[src/rtl/scs_pkg.sv]
// Shared types and step positions for the smart card power sequencer.
// Step positions are counted in half time units (T/2) from the start of a phase.
package scs_pkg;

    typedef enum logic [1:0] {
        SEQ_IDLE     = 2'd0,
        SEQ_SESSION  = 2'd1,
        SEQ_TEARDOWN = 2'd2,
        SEQ_REARM    = 2'd3
    } seq_state_t;

    localparam int STEP_W = 4;

    // Activation steps (from session start)
    localparam logic [STEP_W-1:0] UP_IO  = 4'd8;   // 4T
    localparam logic [STEP_W-1:0] UP_RST = 4'd14;  // 7T

    // Teardown steps (from teardown start)
    localparam logic [STEP_W-1:0] DN_CLK  = 4'd1;  // T/2
    localparam logic [STEP_W-1:0] DN_IO   = 4'd2;  // T
    localparam logic [STEP_W-1:0] DN_VCC  = 4'd3;  // 1.5T
    localparam logic [STEP_W-1:0] DN_PUMP = 4'd10; // 5T

endpackage

[src/rtl/scs_halfstep_timer.sv]
// Half-unit step timer.
// Counts slow ticks and advances a step counter once per UNIT_TICKS/2 ticks.
// Assumes UNIT_TICKS is even and at least 2. clear has priority over counting;
// freeze stops counting so the step value saturates where the caller wants it.
module scs_halfstep_timer
    import scs_pkg::*;
#(
    parameter int UNIT_TICKS = 64
) (
    input  logic              clk,
    input  logic              rst_n,
    input  logic              tick,
    input  logic              clear,
    input  logic              freeze,
    output logic [STEP_W-1:0] step
);

    localparam int HALF = UNIT_TICKS / 2;
    localparam int TC_W = (HALF > 1) ? $clog2(HALF) : 1;
    localparam logic [TC_W-1:0] TC_LAST = TC_W'(HALF - 1);

    logic [TC_W-1:0] tick_cnt;

    // Tick prescaler and step counter
    always_ff @(posedge clk) begin
        if (!rst_n) begin
            tick_cnt <= '0;
            step     <= '0;
        end else if (clear) begin
            tick_cnt <= '0;
            step     <= '0;
        end else if (tick && !freeze) begin
            if (tick_cnt == TC_LAST) begin
                tick_cnt <= '0;
                step     <= step + 1'b1;
            end else begin
                tick_cnt <= tick_cnt + 1'b1;
            end
        end
    end

endmodule

[src/rtl/scs_supply_guard.sv]
// Supply lockout guard.
// Holds 'blocked' high while the supply alarm is asserted and for HOLD_TICKS
// slow ticks after it clears. Reset loads the full hold so that power-up is
// also locked out. Assumes HOLD_TICKS >= 1.
module scs_supply_guard #(
    parameter int HOLD_TICKS = 25000
) (
    input  logic clk,
    input  logic rst_n,
    input  logic tick,
    input  logic supply_low,
    output logic blocked
);

    localparam int HW = $clog2(HOLD_TICKS + 1);
    localparam logic [HW-1:0] HOLD_LOAD = HW'(HOLD_TICKS);

    logic [HW-1:0] hold_cnt;

    // Reload on alarm, count down on ticks afterwards
    always_ff @(posedge clk) begin
        if (!rst_n) begin
            hold_cnt <= HOLD_LOAD;
        end else if (supply_low) begin
            hold_cnt <= HOLD_LOAD;
        end else if (tick && (hold_cnt != '0)) begin
            hold_cnt <= hold_cnt - 1'b1;
        end
    end

    // Lockout is active during the alarm and while the hold runs
    always_comb begin
        blocked = supply_low || (hold_cnt != '0);
    end

endmodule

[src/rtl/scs_fault_monitor.sv]
// Presence decode, fault latch and status output.
// A card is present if either switch reports it. During a session, removal,
// overcurrent or overtemperature raise fault_now. The latch keeps the event
// until the command goes high, so switch bounce cannot clear it. The status
// shows presence outside a session and the latched fault inside one.
module scs_fault_monitor (
    input  logic clk,
    input  logic rst_n,
    input  logic cmd_n,
    input  logic card_in_n,
    input  logic card_in,
    input  logic over_current,
    input  logic over_temp,
    input  logic in_session,
    input  logic engaged,
    output logic card_present,
    output logic fault_now,
    output logic status_n
);

    logic flt_lat;

    // Presence and live fault decode
    always_comb begin
        card_present = !card_in_n || card_in;
        fault_now    = in_session && (!card_present || over_current || over_temp);
    end

    // Fault latch, released only by the command going high
    always_ff @(posedge clk) begin
        if (!rst_n) begin
            flt_lat <= 1'b0;
        end else if (cmd_n) begin
            flt_lat <= 1'b0;
        end else if (fault_now) begin
            flt_lat <= 1'b1;
        end
    end

    // Status multiplexer: presence view or fault view
    always_comb begin
        if (cmd_n || !engaged) begin
            status_n = card_present;
        end else begin
            status_n = !flt_lat;
        end
    end

endmodule

[src/rtl/scs_seq_ctrl.sv]
// Session state machine and enable decode.
// Assumes all inputs are synchronous to clk. Enables are decoded from the
// state and the half-unit step of the timer. At teardown start it records
// which of the data lines and clock were on, so a teardown never turns on
// a line that activation had not reached.
module scs_seq_ctrl
    import scs_pkg::*;
(
    input  logic              clk,
    input  logic              rst_n,
    input  logic              cmd_n,
    input  logic              rst_req,
    input  logic              supply_low,
    input  logic              card_present,
    input  logic              fault_now,
    input  logic              blocked,
    input  logic [STEP_W-1:0] step,
    output logic              timer_clear,
    output logic              timer_freeze,
    output logic              in_session,
    output logic              engaged,
    output logic              pump_en,
    output logic              vcc_en,
    output logic              io_en,
    output logic              clk_en,
    output logic              card_rst
);

    seq_state_t st, st_nxt;
    logic       stop;
    logic       clk_run;
    logic       io_was;
    logic       clk_was;

    // Session stop request: host release, fault or supply alarm
    always_comb begin
        stop = (st == SEQ_SESSION) && (cmd_n || fault_now || supply_low);
    end

    // Next state and timer control
    always_comb begin
        st_nxt      = st;
        timer_clear = 1'b0;
        case (st)
            SEQ_IDLE: begin
                timer_clear = 1'b1;
                if (!cmd_n && !blocked && card_present) begin
                    st_nxt = SEQ_SESSION;
                end
            end
            SEQ_SESSION: begin
                if (stop) begin
                    st_nxt      = SEQ_TEARDOWN;
                    timer_clear = 1'b1;
                end
            end
            SEQ_TEARDOWN: begin
                if (step == DN_PUMP) begin
                    st_nxt      = cmd_n ? SEQ_IDLE : SEQ_REARM;
                    timer_clear = 1'b1;
                end
            end
            SEQ_REARM: begin
                timer_clear = 1'b1;
                if (cmd_n) begin
                    st_nxt = SEQ_IDLE;
                end
            end
            default: begin
                st_nxt      = SEQ_IDLE;
                timer_clear = 1'b1;
            end
        endcase
    end

    // Saturate the step counter once the session is fully up
    always_comb begin
        timer_freeze = (st == SEQ_SESSION) && (step >= UP_RST);
        in_session   = (st == SEQ_SESSION);
        engaged      = (st != SEQ_IDLE);
    end

    // Enable decode from state and step
    always_comb begin
        pump_en  = 1'b0;
        vcc_en   = 1'b0;
        io_en    = 1'b0;
        clk_en   = 1'b0;
        card_rst = 1'b0;
        case (st)
            SEQ_SESSION: begin
                pump_en  = 1'b1;
                vcc_en   = 1'b1;
                io_en    = (step >= UP_IO);
                clk_en   = (step >= UP_RST) || clk_run || ((step >= UP_IO) && !rst_req);
                card_rst = (step >= UP_RST) && rst_req;
            end
            SEQ_TEARDOWN: begin
                pump_en = (step < DN_PUMP);
                vcc_en  = (step < DN_VCC);
                io_en   = io_was && (step < DN_IO);
                clk_en  = clk_was && (step < DN_CLK);
            end
            default: begin
                pump_en = 1'b0;
            end
        endcase
    end

    // State register
    always_ff @(posedge clk) begin
        if (!rst_n) begin
            st <= SEQ_IDLE;
        end else begin
            st <= st_nxt;
        end
    end

    // Clock-started memory, valid only inside a session
    always_ff @(posedge clk) begin
        if (!rst_n) begin
            clk_run <= 1'b0;
        end else if (st != SEQ_SESSION) begin
            clk_run <= 1'b0;
        end else begin
            clk_run <= clk_en;
        end
    end

    // Snapshot of line states at teardown start
    always_ff @(posedge clk) begin
        if (!rst_n) begin
            io_was  <= 1'b0;
            clk_was <= 1'b0;
        end else if (stop) begin
            io_was  <= io_en;
            clk_was <= clk_en;
        end
    end

endmodule

[src/rtl/scs_power_seq.sv]
// Smart card power sequencer top.
// Connects the step timer, supply guard, fault monitor and session control.
// Timing: T = UNIT_TICKS slow ticks, all steps on multiples of T/2; the
// supply lockout lasts HOLD_TICKS ticks. All inputs are assumed synchronous.
module scs_power_seq
    import scs_pkg::*;
#(
    parameter int UNIT_TICKS = 64,
    parameter int HOLD_TICKS = 25000
) (
    input  logic clk,
    input  logic rst_n,
    input  logic tick,
    input  logic cmd_n,
    input  logic rst_req,
    input  logic card_in_n,
    input  logic card_in,
    input  logic over_current,
    input  logic over_temp,
    input  logic supply_low,
    output logic pump_en,
    output logic vcc_en,
    output logic io_en,
    output logic clk_en,
    output logic card_rst,
    output logic status_n
);

    logic [STEP_W-1:0] step;
    logic              timer_clear;
    logic              timer_freeze;
    logic              blocked;
    logic              card_present;
    logic              fault_now;
    logic              in_session;
    logic              engaged;

    scs_halfstep_timer #(.UNIT_TICKS(UNIT_TICKS)) u_timer (
        .clk    (clk),
        .rst_n  (rst_n),
        .tick   (tick),
        .clear  (timer_clear),
        .freeze (timer_freeze),
        .step   (step)
    );

    scs_supply_guard #(.HOLD_TICKS(HOLD_TICKS)) u_guard (
        .clk        (clk),
        .rst_n      (rst_n),
        .tick       (tick),
        .supply_low (supply_low),
        .blocked    (blocked)
    );

    scs_fault_monitor u_fault (
        .clk          (clk),
        .rst_n        (rst_n),
        .cmd_n        (cmd_n),
        .card_in_n    (card_in_n),
        .card_in      (card_in),
        .over_current (over_current),
        .over_temp    (over_temp),
        .in_session   (in_session),
        .engaged      (engaged),
        .card_present (card_present),
        .fault_now    (fault_now),
        .status_n     (status_n)
    );

    scs_seq_ctrl u_ctrl (
        .clk          (clk),
        .rst_n        (rst_n),
        .cmd_n        (cmd_n),
        .rst_req      (rst_req),
        .supply_low   (supply_low),
        .card_present (card_present),
        .fault_now    (fault_now),
        .blocked      (blocked),
        .step         (step),
        .timer_clear  (timer_clear),
        .timer_freeze (timer_freeze),
        .in_session   (in_session),
        .engaged      (engaged),
        .pump_en      (pump_en),
        .vcc_en       (vcc_en),
        .io_en        (io_en),
        .clk_en       (clk_en),
        .card_rst     (card_rst)
    );

endmodule

[config.mk]
export PLATFORM = sky130hd
export DESIGN_NAME = scs_power_seq
export DESIGN_NICKNAME = d
export VERILOG_FILES = /design/src/rtl/scs_pkg.sv /design/src/rtl/scs_halfstep_timer.sv /design/src/rtl/scs_supply_guard.sv /design/src/rtl/scs_fault_monitor.sv /design/src/rtl/scs_seq_ctrl.sv /design/src/rtl/scs_power_seq.sv
export SDC_FILE = /design/constraint.sdc
export NUM_CORES = 1
export LEC_CHECK = 0
export BUFFER_PORTS_ARGS = -buffer_cell sky130_fd_sc_hd__buf_2
export CORE_MARGIN = 3
export CORE_UTILIZATION = 40
export DETAILED_ROUTE_END_ITERATION = 8
export GPL_TIMING_DRIVEN = 0
export SLEW_MARGIN = 20
export SYNTH_ARGS = -nofsm -noshare
export SYNTH_HDL_FRONTEND = slang
export SYNTH_SLANG_ARGS = --single-unit
[constraint.sdc]
create_clock -name clk -period 2.6 [get_ports clk]
set_input_delay 0.52 -clock clk [delete_from_list [all_inputs] [get_ports clk]]
set_output_delay 0.52 -clock clk [all_outputs]
set_load 0.1 [all_outputs]
==> metrics <==
sw power=approximately 0.21 mW; Routed WL=~3500 um; Multi-input gate area=about 0.0011 sq mm; initial antenna violation count=0; CTS tree=done; slowest stage delay, CP=0.43 ns; #FFs+latches synth=30; final setup vio count=0; die height=between 70 and 80 um; cells after synthesis=205; leakage power=~0.73 nW; fin nets=approximately 250; CP Class=reg2out; number of port buffers=15; Routed Antenna Nets=0; Max FO, Critical Path=5; Seq/Total Area, Yosys=0.349; Cell Area, Synth=approximately 0.0017 sq mm; cell taking the most area after synthesis=dfxtp_1; most frequent cells in the layout=dfxtp_1, nor2_1, a21oi_1, inv_1, buf_2; synth warn=0; combined buffer and inverter count along the critical path=2; critical-path cell list=inv_1 > ha_1 > nor3b_1 > nand2b_1 > a21oi_2 > buf_2; Worst R2R Path Depth=7; Num CTS Buffers=5; hold buffers post-CTS=0; Final Skew=~0.0029 ns; I/O pin count=16; Clk pwr share=0.454; outcome=finished, final reports clean; Sw Share=0.217; sequential share of power=0.488; drt pass-1 iters=4; Setup crit start kind=flop; vias in the first global route=approximately 1300; pwr/cell area=~480 mW/mm^2; Setup Fix Bufs, Post-CTS=0; Final min period=roughly 2.5 ns; initial core utilization=0.422; Max VDD drop=~0.24 mV; routability cong.=between 0.7 and 0.8; HP Class=in2reg; GRT Total Usage=0.146; Die Area=just over 0.005 sq mm; final core occ=0.492; Fin Setup TNS=0 ns; placeable core area=approximately 0.004 sq mm; fillers=418; DRC=0; CTS H-tree depth=2; Slew Viols, Final=0; Antenna diodes=0; first-pass GRT wire length=5920 um; Power Internal=~0.75 mW; later-pin clock latency in the skew report=roughly 0.28 ns; DR vias=1531; max_slew headroom=0.545; Die X=71.6 um; layout cell share with drive strength beyond 1=0.202; largest net degree at the start of global routing=11; Clock Tree Root=clkbuf_8; Longest Clk Path Bufs=2; syn avg cell area=about 8.4 sq um; worst endpoint required time=approximately 2.1 ns; top post-synthesis cells by area=dfxtp_1, ha_1, a21oi_1, nand3_1, nor2_1; post-synth top area share=0.349; grt ovf=0; Max Clk Rate=roughly 400 MHz; # rows=23; Hold Violations, Final=0; worst slew pin tran=between 0.6 and 0.7 ns; final setup margin=about 0.14 ns; DP Worst Slack=between 0.2 and 0.25 ns; Hold Path Depth=2; Max-cap violations=0; Critical Path Slowest Stage Cell=buf_2; clock slew at reported path FFs=approximately 0.06 ns; vias per cell=approximately 5.5; area grow syn2layout=16.6%; Detail Placement HPWL=2540 um; r2r setup slk=about 0.58 ns; Final Cycle Share=0.945; FF/Latch Area=between 600 and 700 sq um; clk sinks=30; WP depth=6; Unique masters post-synth=between 40 and 50; Critical Path AT=1.94 ns; top cell family by delay on the critical path=buffers and inverters; Initial DRC Count=just over 90; WL/cell=~13 um; RSZ-0062 raised after global routing=no; Syn Nets=around 230; most common cell after layout, fill and taps aside=dfxtp_1; Comb power frac=0.058; Crit. End Element=output port
-- synth_stat cells --
library cell  number
a31oi_1            2
dfxtp_1           30
xor2_1             5
nor4_4             2
or2_2              3
or4_1              7
ha_1              11
nand3_1           13
or4_2              1
and4_1             1
a31o_2             2
nor4bb_1           1
a41o_2             1
a211oi_1           1
a21oi_1           18
and3_1             5
mux2i_1            1
a22oi_1            1
inv_1             14
and2b_2            1
a41oi_1            1
or3_2              1
clkbuf_1           3
o21ai_1            1
nor4_2             1
nand2_1            9
clkbuf_2           1
o21ai_0            9
o2111ai_2          1
or2b_2             1
nor2b_1            1
or3_1              8
and4bb_2           1
nand2b_1           5
a21o_1             1
nor3_1             6
nor3b_1            1
o41ai_1            3
nor2_1            17
o31ai_1            7
buf_2              1
buf_1              1
xnor2_1            2
nand4_1            3
-- power by group through the flow --
stage	combinational, mW	clock [mW]	sequential, mW
global placement	0.0553	0	0.478
global route	0.0631	0.473	0.468
CTS	0.0559	0.452	0.468
detailed placement	0.0554	0	0.478
floorplan	0.0374	0	0.477
finish	0.0551	0.436	0.468
-- cells by family (layout without fill, tap and decap cells) --
kind of cell             after synthesis  after routing  synth area share
buffers and inverters                 20             43            0.0450
AND/OR/NAND/NOR                       88             88             0.307
multiplexers                           1              1           0.00581
flip-flops                            30             30             0.349
XOR/XNOR                               7              7            0.0356
adder cells (fa/ha/maj)               11             11            0.0799
AO/OA/AOI/OAI                         48             48             0.178
-- per-layer routing --
| metal | global-route usage | wire [um] | part of all wire | vias to the layer above |
|---|---|---|---|---|
| li1 | - | - | - | 797 |
| met1 | 0.216 | 1830 | 0.52 | 698 |
| met2 | 0.196 | 1450 | 0.41 | 29 |
| met3 | 0.0393 | 157 | 0.045 | 7 |
| met4 | 0.0626 | 54 | 0.015 | 0 |
| met5 | 0 | 0 | 0 | - |
-- worst paths after layout --
| path | start | endpoint |
|---|---|---|
| hold / removal | cmd_n | u_fault.flt_lat$_SDFFE_PP0P_ |
| hold reg to reg | u_timer.tick_cnt[4]$_SDFFE_PP0N_ | u_timer.tick_cnt[4]$_SDFFE_PP0N_ |
| setup / recovery | u_ctrl.st[0]$_SDFFE_PN0P_ | vcc_en |
| setup reg to reg | u_guard.hold_cnt[0]$_SDFFE_PP0P_ | u_guard.hold_cnt[3]$_SDFFE_PP1P_ |
-- through the flow --
stage | power, mW | cell area [sq um] | std cells | hold slack (ns)
finish | 0.958 | 2010 | 278 | 0.460
global route | 1.00 | 2010 | 278 | 0.466
CTS | 0.975 | 1990 | 278 | 0.449
detailed placement | 0.533 | 1880 | 270 | 0.465
global placement | 0.533 | 1880 | 270 | 0.455
floorplan | 0.515 | 1740 | 205 | 0.441
-- worst reg2reg max path, delay by kind of cell, from the launching register on --
kind	cells	cell delay, ns
flops	1	0.35
simple gates	3	0.89
fa+ha+maj	1	0.21
compound gates	1	0.25
buf+inv	2	0.28
-- timing repair --
item / 4_1_cts / 5_1_grt
gates resized for setup: 1 / 3
setup endpoints to repair: 1 / 3
hold endpoints to repair: 0 / 0
pin swaps: 0 / 0
-- sequential cells by signal (all words and copies together), names as in the netlist --
name	cells
u_guard.hold_cnt	15
u_timer.tick_cnt	5
u_timer.step	4
u_ctrl.st	2
u_ctrl.clk_run	1
u_ctrl.clk_was	1
u_ctrl.io_was	1
u_fault.flt_lat	1
-- final cells by class --
| type | count | area share |
|---|---|---|
| plain buffers | 6 | 0.0125 |
| inverters | 14 | 0.0262 |
| well taps | 50 | 0.0311 |
| multi-input cells | 155 | 0.537 |
| repair buffers | 15 | 0.0399 |
| flip-flops and latches | 30 | 0.299 |
| clock buffers | 8 | 0.0548 |
(Power assumes the default switching activity.)
